## src/rtl/lbt_pkg.sv

```systemverilog
package lbt_pkg;

    typedef enum logic [2:0] {
        ST_IDLE,
        ST_ALIGNING,
        ST_ALIGNED,
        ST_BONDING,
        ST_BONDED,
        ST_SEEDING,
        ST_CHECKING,
        ST_COMPLETE
    } lbt_state_e;

    localparam int PRBS_ORDER = 7;

    // One step of x^7 + x^6 + 1: new bit from taps 7 and 6 enters at bit 0
    function automatic logic [PRBS_ORDER-1:0] prbs7_step(input logic [PRBS_ORDER-1:0] s);
        return {s[PRBS_ORDER-2:0], s[6] ^ s[5]};
    endfunction

endpackage

```

## src/rtl/lbt_prbs_gen.sv

```systemverilog
module lbt_prbs_gen
    import lbt_pkg::*;
#(
    parameter int WORD_W = 16,
    parameter logic [PRBS_ORDER-1:0] SEED = 7'h7F
) (
    input  logic              clk,
    input  logic              rst,
    input  logic              step,
    input  logic              flip,
    output logic [WORD_W-1:0] word_q
);

    logic [PRBS_ORDER-1:0] state_q;
    logic [PRBS_ORDER-1:0] walk;
    logic [WORD_W-1:0]     next_word;

    // Unroll WORD_W serial steps; first produced bit lands in the MSB
    always_comb begin
        walk = state_q;
        for (int i = 0; i < WORD_W; i++) begin
            walk = prbs7_step(walk);
            next_word[WORD_W-1-i] = walk[0];
        end
    end

    always_ff @(posedge clk) begin
        if (rst) begin
            state_q <= SEED;
            word_q  <= '0;
        end else if (step) begin
            state_q <= walk;
            word_q  <= next_word ^ {{(WORD_W-1){1'b0}}, flip};
        end
    end

endmodule

```

## src/rtl/lbt_prbs_chk.sv

```systemverilog
module lbt_prbs_chk
    import lbt_pkg::*;
#(
    parameter int WORD_W = 16
) (
    input  logic              clk,
    input  logic              rst,
    input  logic              load,
    input  logic              check,
    input  logic [WORD_W-1:0] rx_word,
    output logic              mismatch
);

    logic [PRBS_ORDER-1:0] ref_q;
    logic [PRBS_ORDER-1:0] walk;
    logic [WORD_W-1:0]     ref_word;

    always_comb begin
        walk = ref_q;
        for (int i = 0; i < WORD_W; i++) begin
            walk = prbs7_step(walk);
            ref_word[WORD_W-1-i] = walk[0];
        end
    end

    assign mismatch = check && (rx_word != ref_word);

    // The reference advances on its own sequence, so a single bad word
    // gives a single mismatch instead of a burst
    always_ff @(posedge clk) begin
        if (rst) begin
            ref_q <= '0;
        end else if (load) begin
            ref_q <= rx_word[PRBS_ORDER-1:0];
        end else if (check) begin
            ref_q <= walk;
        end
    end

endmodule

```

## src/rtl/lbt_heartbeat.sv

```systemverilog
module lbt_heartbeat #(
    parameter int HB_W     = 12,
    parameter int HB_SHIFT = 22
) (
    input  logic            clk,
    input  logic            rst,
    output logic [HB_W-1:0] pattern
);

    logic [HB_SHIFT-1:0] tick_q;

    always_ff @(posedge clk) begin
        if (rst) begin
            tick_q  <= '0;
            pattern <= {{(HB_W-1){1'b0}}, 1'b1};
        end else begin
            tick_q <= tick_q + 1'b1;
            if (&tick_q) begin
                pattern <= {pattern[HB_W-2:0], pattern[HB_W-1]};
            end
        end
    end

endmodule

```

## src/rtl/lbt_ctrl.sv

```systemverilog
module lbt_ctrl
    import lbt_pkg::*;
#(
    parameter int LANES      = 4,
    parameter int WORD_W     = 16,
    parameter int DONE_COUNT = 65536,
    parameter int HB_SHIFT   = 22,
    parameter int HB_W       = 12
) (
    input  logic                    clk,
    input  logic                    rst,
    input  logic                    btn_align,
    input  logic                    btn_bond,
    input  logic                    btn_start,
    input  logic                    pll_locked,
    input  logic [LANES-1:0]        rx_aligned,
    input  logic                    rx_bonded,
    input  logic                    rx_valid,
    input  logic [LANES*WORD_W-1:0] rx_data,
    output logic                    align_en,
    output logic                    bond_en,
    output logic                    tx_valid,
    output logic [LANES*WORD_W-1:0] tx_data,
    output logic [HB_W+3:0]         led
);

    localparam int CNT_W = $clog2(DONE_COUNT + 1);
    localparam logic [CNT_W-1:0] LAST_WORD = CNT_W'(DONE_COUNT - 1);

    lbt_state_e state_q, state_d;

    logic             pll_q;
    logic             err_q;
    logic [CNT_W-1:0] cnt_q;
    logic             tx_valid_q;
    logic [HB_W-1:0]  hb_pattern;
    logic [LANES-1:0] lane_mism;

    logic running, checking, start_ok, tx_go, inject;
    logic seed_load, cmp_en, status_lost;
    logic sync_led, done_led;

    // ---------------- state decode helpers ----------------
    assign running  = (state_q == ST_SEEDING) || (state_q == ST_CHECKING) ||
                      (state_q == ST_COMPLETE);
    assign checking = (state_q == ST_CHECKING) || (state_q == ST_COMPLETE);
    assign start_ok = (state_q == ST_BONDED) && btn_start && !btn_bond;
    assign inject   = running && btn_bond && btn_start;
    assign tx_go    = running || start_ok;

    assign seed_load   = (state_q == ST_SEEDING) && rx_valid;
    assign cmp_en      = checking && rx_valid;
    assign status_lost = checking && (!(&rx_aligned) || !rx_bonded);

    // ---------------- state register ----------------
    always_ff @(posedge clk) begin
        if (rst) begin
            state_q <= ST_IDLE;
        end else begin
            state_q <= state_d;
        end
    end

    // ---------------- next state ----------------
    always_comb begin
        state_d = state_q;
        unique case (state_q)
            ST_IDLE:     if (btn_align && pll_locked)             state_d = ST_ALIGNING;
            ST_ALIGNING: if (&rx_aligned)                         state_d = ST_ALIGNED;
            ST_ALIGNED:  if (btn_bond && !btn_start)              state_d = ST_BONDING;
            ST_BONDING:  if (rx_bonded)                           state_d = ST_BONDED;
            ST_BONDED:   if (start_ok)                            state_d = ST_SEEDING;
            ST_SEEDING:  if (rx_valid)                            state_d = ST_CHECKING;
            ST_CHECKING: if (rx_valid && (cnt_q == LAST_WORD))    state_d = ST_COMPLETE;
            ST_COMPLETE:                                          state_d = ST_COMPLETE;
            default:                                              state_d = ST_IDLE;
        endcase
    end

    // ---------------- outputs from state ----------------
    always_comb begin
        align_en = 1'b0;
        bond_en  = 1'b0;
        sync_led = 1'b0;
        done_led = 1'b0;
        unique case (state_q)
            ST_IDLE: ;
            ST_ALIGNING, ST_ALIGNED: align_en = 1'b1;
            ST_BONDING, ST_BONDED, ST_SEEDING: begin
                align_en = 1'b1;
                bond_en  = 1'b1;
            end
            ST_CHECKING: begin
                align_en = 1'b1;
                bond_en  = 1'b1;
                sync_led = 1'b1;
            end
            ST_COMPLETE: begin
                align_en = 1'b1;
                bond_en  = 1'b1;
                sync_led = 1'b1;
                done_led = 1'b1;
            end
            default: ;
        endcase
    end

    assign tx_valid = tx_valid_q;
    assign led      = {hb_pattern, err_q, done_led, sync_led, pll_q};

    // ---------------- status registers ----------------
    always_ff @(posedge clk) begin
        if (rst) begin
            pll_q      <= 1'b0;
            err_q      <= 1'b0;
            cnt_q      <= '0;
            tx_valid_q <= 1'b0;
        end else begin
            pll_q      <= pll_locked;
            tx_valid_q <= tx_go;
            if (status_lost || (|lane_mism)) begin
                err_q <= 1'b1;
            end
            if ((state_q == ST_CHECKING) && rx_valid) begin
                cnt_q <= cnt_q + 1'b1;
            end
        end
    end

    // ---------------- per-lane generators and checkers ----------------
    for (genvar l = 0; l < LANES; l++) begin : g_lane
        lbt_prbs_gen #(
            .WORD_W (WORD_W),
            .SEED   (PRBS_ORDER'(127 - l))
        ) u_gen (
            .clk    (clk),
            .rst    (rst),
            .step   (tx_go),
            .flip   (inject && (l == 0)),
            .word_q (tx_data[l*WORD_W +: WORD_W])
        );

        lbt_prbs_chk #(
            .WORD_W (WORD_W)
        ) u_chk (
            .clk      (clk),
            .rst      (rst),
            .load     (seed_load),
            .check    (cmp_en),
            .rx_word  (rx_data[l*WORD_W +: WORD_W]),
            .mismatch (lane_mism[l])
        );
    end

    lbt_heartbeat #(
        .HB_W     (HB_W),
        .HB_SHIFT (HB_SHIFT)
    ) u_hb (
        .clk     (clk),
        .rst     (rst),
        .pattern (hb_pattern)
    );

endmodule

```

## config.mk

```make
export PLATFORM = sky130hd
export DESIGN_NAME = lbt_ctrl
export DESIGN_NICKNAME = d
export VERILOG_FILES = /design/src/rtl/lbt_pkg.sv /design/src/rtl/lbt_prbs_gen.sv /design/src/rtl/lbt_prbs_chk.sv /design/src/rtl/lbt_heartbeat.sv /design/src/rtl/lbt_ctrl.sv
export SDC_FILE = /design/constraint.sdc
export NUM_CORES = 1
export LEC_CHECK = 0
export ABC_AREA = 1
export CAP_MARGIN = 5
export CELL_PAD_IN_SITES_DETAIL_PLACEMENT = 0
export CELL_PAD_IN_SITES_GLOBAL_PLACEMENT = 2
export CORE_ASPECT_RATIO = 1.5
export CORE_MARGIN = 2
export CORE_UTILIZATION = 29
export CTS_CLUSTER_SIZE = 24
export DETAILED_ROUTE_END_ITERATION = 7
export GPL_TIMING_DRIVEN = 0
export MAX_ROUTING_LAYER = met4
export PLACE_DENSITY_LB_ADDON = 0.1
export SETUP_SLACK_MARGIN = 0.2
export SYNTH_ARGS = -nofsm -noshare
export SYNTH_HDL_FRONTEND = slang
export SYNTH_SLANG_ARGS = --single-unit
export TNS_END_PERCENT = 100
```

## constraint.sdc

```tcl
create_clock -name clk -period 2.75 [get_ports clk]
set_clock_uncertainty 0.15 [all_clocks]
set_input_delay 0.55 -clock clk [delete_from_list [all_inputs] [get_ports clk]]
set_output_delay 0.55 -clock clk [all_outputs]
set_load 0.03 [all_outputs]
```

==> metrics.log, run 1 <==
[metrics] share of the yosys chip area belonging to registers: 36.1%
[metrics] hold path start: u_hb.tick_q[0]
[metrics] post-detailed-placement half-perimeter wirelength: 27.6 mm
[metrics] number of DRC markers in iteration 0: 381
[metrics] total power density per cell area: 494 nW/µm²
[metrics] endpoint of the worst hold-timing path: u_hb.tick_q[0]
[metrics] clk root buf: clkbuf_16
[metrics] die outline height: 227 µm
[metrics] kind of end point of the critical path: primary output
[metrics] final setup violation count: 0
[metrics] number of warning messages in the yosys log: 0
[metrics] total number of vias: 9734
[metrics] post-CTS setup buffer count: 0
[metrics] Setup Crit Path Kind: flip-flop to primary output
[metrics] Mean Syn Cell Area: 6.41 µm²
[metrics] endpoint required time on the critical path: 2.05 ns
[metrics] slew margin rel.: 43.1%
[metrics] Row Count: 81
[metrics] number of antenna diodes: 0
[metrics] Peak Freq: 0.406 GHz
[metrics] Cell Area, Synth: 9580 µm²
[metrics] top cell type's share of synthesized area: 36.1%
[metrics] post-CTS clock slew at the launch and capture registers of the worst setup and hold paths: 0.07 ns
[metrics] area used by multi-input combinational logic: 5250 µm²
[metrics] insertion delay to the later sink of the worst-skew pair: 0.45 ns
[metrics] cell type with the highest aggregate area in the netlist: dfxtp_1
[metrics] number of design rule violations left after detail routing: 0
[metrics] Synth Register Bits: 173
[metrics] average routed wire per standard cell: 16.9 µm
[metrics] Boundary Pins: 159
[metrics] total placed cells including tap cells: 2067
[metrics] Pleak: 5.39 nW
[metrics] die boundary width: 152 µm
[metrics] fillers: 3529
[metrics] synthesized instance count: 1495
[metrics] number of antenna violations at the first check in global routing: 0
[metrics] die area: 34500 µm²
[metrics] overall overflow remaining after global route: 0
[metrics] count of pins over their slew limit: 0
[metrics] number of unique standard cell types used by synthesis: 42
[metrics] number of sinks driven by the clock tree: 173
[metrics] number of global-route vias before repair: 9479
[metrics] CP Max Fanout: 5
[metrics] nature of the critical path startpoint: flip-flop
[metrics] maximum buffer depth of the clock tree: 2
[metrics] Final Total Pwr: 6.09 mW
[metrics] TritonCTS clock tree: done
[metrics] core region area: 32600 µm²
[metrics] drt pass-1 iters: 5
[metrics] Global Route Usage Sum: 21.2%
[metrics] result of the run: finished, final reports clean
[metrics] count of buffers inserted at the top-level ports: 157
[metrics] worst hold path stage count: 1
[metrics] register area: 3470 µm²
[metrics] post-route non-filler standard cell count: 2098
[metrics] RR Startpoint: g_lane[3].u_chk.ref_q[3]
[metrics] setup TNS: 0 ns
[metrics] H-tree levels: 4
[metrics] post-synthesis to final-layout area growth: 28.7%
[metrics] r2r setup slk: 0.30 ns
[metrics] pin count of the biggest net entering global routing: 17
[metrics] RSZ-0062 raised after global routing: yes
[metrics] endpoint of the lowest-slack register-to-register path: err_q
[metrics] transition at the pin with the smallest max-transition slack: 0.854 ns
[metrics] cell count of the worst reg-to-reg path: 16
[metrics] Worst VDD drop: 0.000440 V
[metrics] fraction of final layout cells sized beyond drive strength 1: 6.83%
[metrics] Vias per Instance: 4.64
[metrics] wire length after detailed routing: 35.4 mm
[metrics] top post-synthesis cells by area: dfxtp_1 (36%), nand2_1 (21%), a21oi_1 (6.7%)
[metrics] routability cong.: 0.824
[metrics] clock period minus worst slack: 2.46 ns
[metrics] class of the tightest hold or removal check: flip-flop to flip-flop
[metrics] number of nets in the synthesized netlist: 1574
[metrics] Critical Path AT: 1.76 ns
[metrics] starting density of the core: 29.4%
[metrics] Post-layout nets: 1750
[metrics] DRT antenna net count: 0
[metrics] first-pass GRT wire length: 54.2 mm
[metrics] Final Hold Fails: 0
[metrics] Inserted Clock Buffers: 17
[metrics] max-cap violations: 0
[metrics] final worst path period share: 89.5%
-- layout by cell type (no fill, tap or decap), types with 12 or more instances in the layout --
| master | count |
|---|---|
| o22ai_1 | 12 |
| clkbuf_1 | 25 |
| nand3b_1 | 16 |
| inv_1 | 139 |
| o21ai_0 | 82 |
| nor2_1 | 79 |
| clkdlybuf4s50_1 | 153 |
| nor3_1 | 25 |
| buf_4 | 12 |
| a21oi_1 | 129 |
| nand2_1 | 545 |
| o21ai_1 | 14 |
| buf_2 | 17 |
| xnor2_1 | 33 |
| dfxtp_1 | 168 |
| clkbuf_16 | 17 |
| nand3_1 | 95 |
| xor2_1 | 21 |
-- stage by stage --
| step | util [%] | area [µm²] | worst slack, ns | hold slack [ns] |
|---|---|---|---|---|
| 2_1_floorplan | - | 9580 | 0.816 | 0.263 |
| 3_3_place_gp | 35.8 | 11700 | -0.0946 | 0.276 |
| 3_5_place_dp | 35.8 | 11700 | -0.0978 | 0.282 |
| 4_1_cts | 37.8 | 12300 | 0.220 | 0.296 |
| 5_1_grt | 37.8 | 12300 | 0.192 | 0.318 |
| 6_report | 37.8 | 12300 | 0.288 | 0.299 |
-- kinds of logic after synthesis --
kind of cell	synth area share [%]
xor gates and xnor gates	4.94
adders and majority gates	0.392
and+or+nand+nor	35.5
buffers and inverters	9.13
AOI/OAI and AO/OA	13.9
DFF	36.1
-- critical path: stages, from the launching register on --
cell	delay (ns)
dfxtp_1	0.49
buf_4	0.17
clkdlybuf4s50_1	0.66
-- cells in the mapped netlist, drive strengths merged --
master / count
nand2: 554
dfxtp: 173
inv: 145
a21oi: 129
nand3: 98
o21ai: 96
nor2: 91
xnor2: 33
buf: 32
clkbuf: 31
nor3: 29
xor2: 21
nand3b: 16
o22ai: 12
a22o: 6
a31oi: 5
or2: 5
ha: 3
nand4: 3
a211oi: 2
and3: 2
nor3b: 2
o21a: 2
clkinv: 1
nor4: 1
o221ai: 1
o31ai: 1
or3: 1
-- worst max path at each step --
stage,start,endpoint,slack [ns],depth (start not counted)
6_report,g_lane[3].u_gen.state_q[0],tx_data[48],0.29,2
5_1_grt,g_lane[3].u_chk.ref_q[4],err_q,0.19,16
3_5_place_dp,rx_data[59],err_q,-0.1,14
4_1_cts,g_lane[3].u_chk.ref_q[2],err_q,0.22,15
2_1_floorplan,u_hb.tick_q[0],u_hb.pattern[10],0.82,15
3_3_place_gp,rx_data[59],err_q,-0.09,14
-- power by group --
group	switching, mW	internal (mW)	leakage [nW]
Sequential	0.0443	2.55	1.40
Clock	1.11	1.64	0.317
Combinational	0.461	0.291	3.67
-- what timing repair did --
| action | CTS | global route |
|---|---|---|
| endpoints found under the setup margin | 5 | 2 |
| hold buffers | 0 | 0 |
| resized for setup | 6 | 5 |
-- sequential cells by signal, summed over array words and instances, names as in the netlist --
| register | cells |
|---|---|
| cnt_q | 17 |
| err_q | 1 |
| g_lane.u_chk.ref_q | 28 |
| g_lane.u_gen.state_q | 28 |
| g_lane.u_gen.word_q | 60 |
| pll_q | 1 |
| state_q | 3 |
| tx_valid | 1 |
| u_hb.pattern | 12 |
| u_hb.tick_q | 22 |
-- routing by layer --
metal  GRT usage (%)  share of wire [%]  vias to the layer above
met3            3.48                3.6                       40
li1                -                  -                     5132
met5               -                  0                        -
met1            22.3                 40                     4376
met2            39.8                 53                      186
met4            7.80                3.0                        0
-- final cells by class --
class,count,share of cell area [%]
plain buffers,63,2.64
clock inverters,13,1.71
well taps,415,4.21
multi-input cells,1113,42.6
clock buffers,18,3.56
inverters,146,4.45
repair buffers,157,12.7
flip-flops and latches,173,28.1
Power figures use the tool's default switching activity.
==> inputs of run 2 (changes only) <==
==> constraint.sdc (replaced) <==
create_clock -name clk -period 2.75 [get_ports clk]
set_clock_uncertainty 0.15 [all_clocks]
set_input_delay 0.4125 -clock clk [delete_from_list [all_inputs] [get_ports clk]]
set_output_delay 0.4125 -clock clk [all_outputs]
set_load 0.03 [all_outputs]
==> run 2 against run 1 <==
Effect of this change:
- largest cell class unchanged
- combinational power rose by 1%
- non-clock buffer count did not move
- largest power group unchanged
- design area barely moved
==> metrics.log, run 2 (synthesized netlist as in run 1, its figures left out) <==
[metrics] result of the run: finished, final reports clean
[metrics] starting density of the core: 29.4%
[metrics] Largest Register: g_lane.u_gen.word_q
[metrics] Inserted Clock Buffers: 17
[metrics] Seq pwr share: 42.5%
[metrics] final worst path period share: 89.8%
[metrics] post-synthesis to final-layout area growth: 28.8%
[metrics] net switching power figure: 1.61 mW
[metrics] transition at the pin with the smallest max-transition slack: 0.854 ns
[metrics] CP Max Fanout: 8
[metrics] count of pins over their slew limit: 0
[metrics] number of global-route vias before repair: 9479
[metrics] die outline height: 227 µm
[metrics] Peak Freq: 0.405 GHz
[metrics] most frequent cells in the layout: nand2_1 (545), dfxtp_1 (168), clkdlybuf4s50_1 (157)
[metrics] max FFs per register: 60
[metrics] first-pass GRT wire length: 54.2 mm
[metrics] final setup violation count: 0
[metrics] routability cong.: 0.824
[metrics] slew margin rel.: 43.1%
[metrics] insertion delay to the later sink of the worst-skew pair: 0.45 ns
[metrics] Setup Crit Path Kind: flip-flop to primary output
[metrics] Worst VDD drop: 0.000440 V
[metrics] Switching Fraction: 26.4%
[metrics] die area: 34500 µm²
[metrics] Post-layout nets: 1750
[metrics] core region area: 32600 µm²
[metrics] setup TNS: 0 ns
[metrics] Boundary Pins: 159
[metrics] Final Hold Fails: 0
[metrics] TritonCTS clock tree: done
[metrics] clk root buf: clkbuf_16
[metrics] worst hold-check slack: 0.299 ns
[metrics] class of the tightest hold or removal check: flip-flop to flip-flop
[metrics] nature of the critical path startpoint: flip-flop
[metrics] number of sinks driven by the clock tree: 173
[metrics] Pleak: 5.37 nW
[metrics] Final Total Pwr: 6.10 mW
[metrics] most common cell after layout, fill and taps aside: nand2_1
[metrics] post-detailed-placement half-perimeter wirelength: 27.6 mm
[metrics] Critical Path AT: 1.91 ns
[metrics] post-CTS setup buffer count: 0
[metrics] count of buffers inserted at the top-level ports: 157
[metrics] drt pass-1 iters: 5
[metrics] kind of end point of the critical path: primary output
[metrics] average routed wire per standard cell: 16.9 µm
[metrics] Row Count: 81
[metrics] number of antenna diodes: 0
[metrics] share of the core filled with cells in the final layout: 37.8%
[metrics] wire length after detailed routing: 35.4 mm
[metrics] max-cap violations: 0
[metrics] Clk pwr share: 45.0%
[metrics] number of antenna violations at the first check in global routing: 0
[metrics] combinational group share of total power: 12.5%
[metrics] fraction of final layout cells sized beyond drive strength 1: 6.83%
[metrics] die boundary width: 152 µm
[metrics] internal power consumption: 4.49 mW
[metrics] pin count of the biggest net entering global routing: 17
[metrics] Vias per Instance: 4.64
[metrics] overall overflow remaining after global route: 0
[metrics] total number of vias: 9735
[metrics] DRT antenna net count: 0
[metrics] number of design rule violations left after detail routing: 0
[metrics] RSZ-0062 raised after global routing: yes
[metrics] number of DRC markers in iteration 0: 381
[metrics] total power density per cell area: 494 nW/µm²
[metrics] Global Route Usage Sum: 21.2%
[metrics] endpoint required time on the critical path: 2.19 ns
[metrics] largest registers: g_lane.u_gen.word_q (60), g_lane.u_chk.ref_q (28), g_lane.u_gen.state_q (28)
[metrics] post-CTS clock slew at the launch and capture registers of the worst setup and hold paths: 0.07 ns
[metrics] maximum buffer depth of the clock tree: 2
[metrics] H-tree levels: 4
[metrics] clock period minus worst slack: 2.47 ns
[metrics] fillers: 3527
[metrics] count of hold buffers inserted by post-cts repair: 0
-- run 2: stage by stage --
stage	std cells	area (µm²)	setup slack (ns)
floorplan	1495	9580	0.816
global placement	2067	11700	0.0429
detailed placement	2067	11700	0.0397
CTS	2098	12300	0.220
global route	2098	12300	0.192
finish	2098	12300	0.279
-- run 2: final cells by class --
class	count	area, µm²	share of cell area (%)
plain buffers	63	325	2.64
clock buffers	18	439	3.56
clock inverters	13	211	1.71
inverters	146	549	4.45
multi-input cells	1113	5250	42.6
flip-flops and latches	173	3470	28.1
well taps	415	519	4.21
repair buffers	157	1570	12.7
-- run 2: final timing paths --
kind	from	slack, ns	end	cells after the start
worst max-delay path	state_q[1]	0.28	led[2]	5
worst min-delay path	u_hb.tick_q[0]	0.30	u_hb.tick_q[0]	1
worst max register to register	g_lane[3].u_chk.ref_q[3]	0.30	err_q	16
worst min register to register	u_hb.tick_q[0]	0.30	u_hb.tick_q[0]	1
-- run 2: critical path: stages, from the launching register on --
cell	delay, ns
dfxtp_1	0.31
buf_4	0.14
nand2_2	0.08
nor2_1	0.15
buf_4	0.13
clkdlybuf4s50_1	0.65
-- run 2: timing repair --
action	in CTS	in global routing
pin swaps	0	0
endpoints found under the setup margin	2	2
resized for setup	2	5
-- run 2: power groups by stage --
stage	combinational, mW	sequential, mW	clock, mW
2_1_floorplan	0.401	2.67	0
4_1_cts	0.773	2.59	2.82
3_5_place_dp	0.768	2.65	0
5_1_grt	0.851	2.60	2.90
3_3_place_gp	0.770	2.65	0
6_report	0.761	2.59	2.75
-- run 2: layer usage --
metal	vias up	track usage, %	wire [µm]
li1	5132	-	-
met1	4377	22.3	14200
met2	186	39.8	18900
met3	40	3.48	1290
met4	0	7.80	1070
met5	-	-	0
==> inputs of run 3 (changes only) <==
--- a/config.mk
+++ b/config.mk
@@ -6,7 +6,7 @@
 export NUM_CORES = 1
 export LEC_CHECK = 0
 export ABC_AREA = 1
-export CAP_MARGIN = 5
+export CAP_MARGIN = 10
 export CELL_PAD_IN_SITES_DETAIL_PLACEMENT = 0
 export CELL_PAD_IN_SITES_GLOBAL_PLACEMENT = 2
 export CORE_ASPECT_RATIO = 1.5
==> results of run 3 <==
No change in the layout: final DEF, timing and power equal those of run 2.
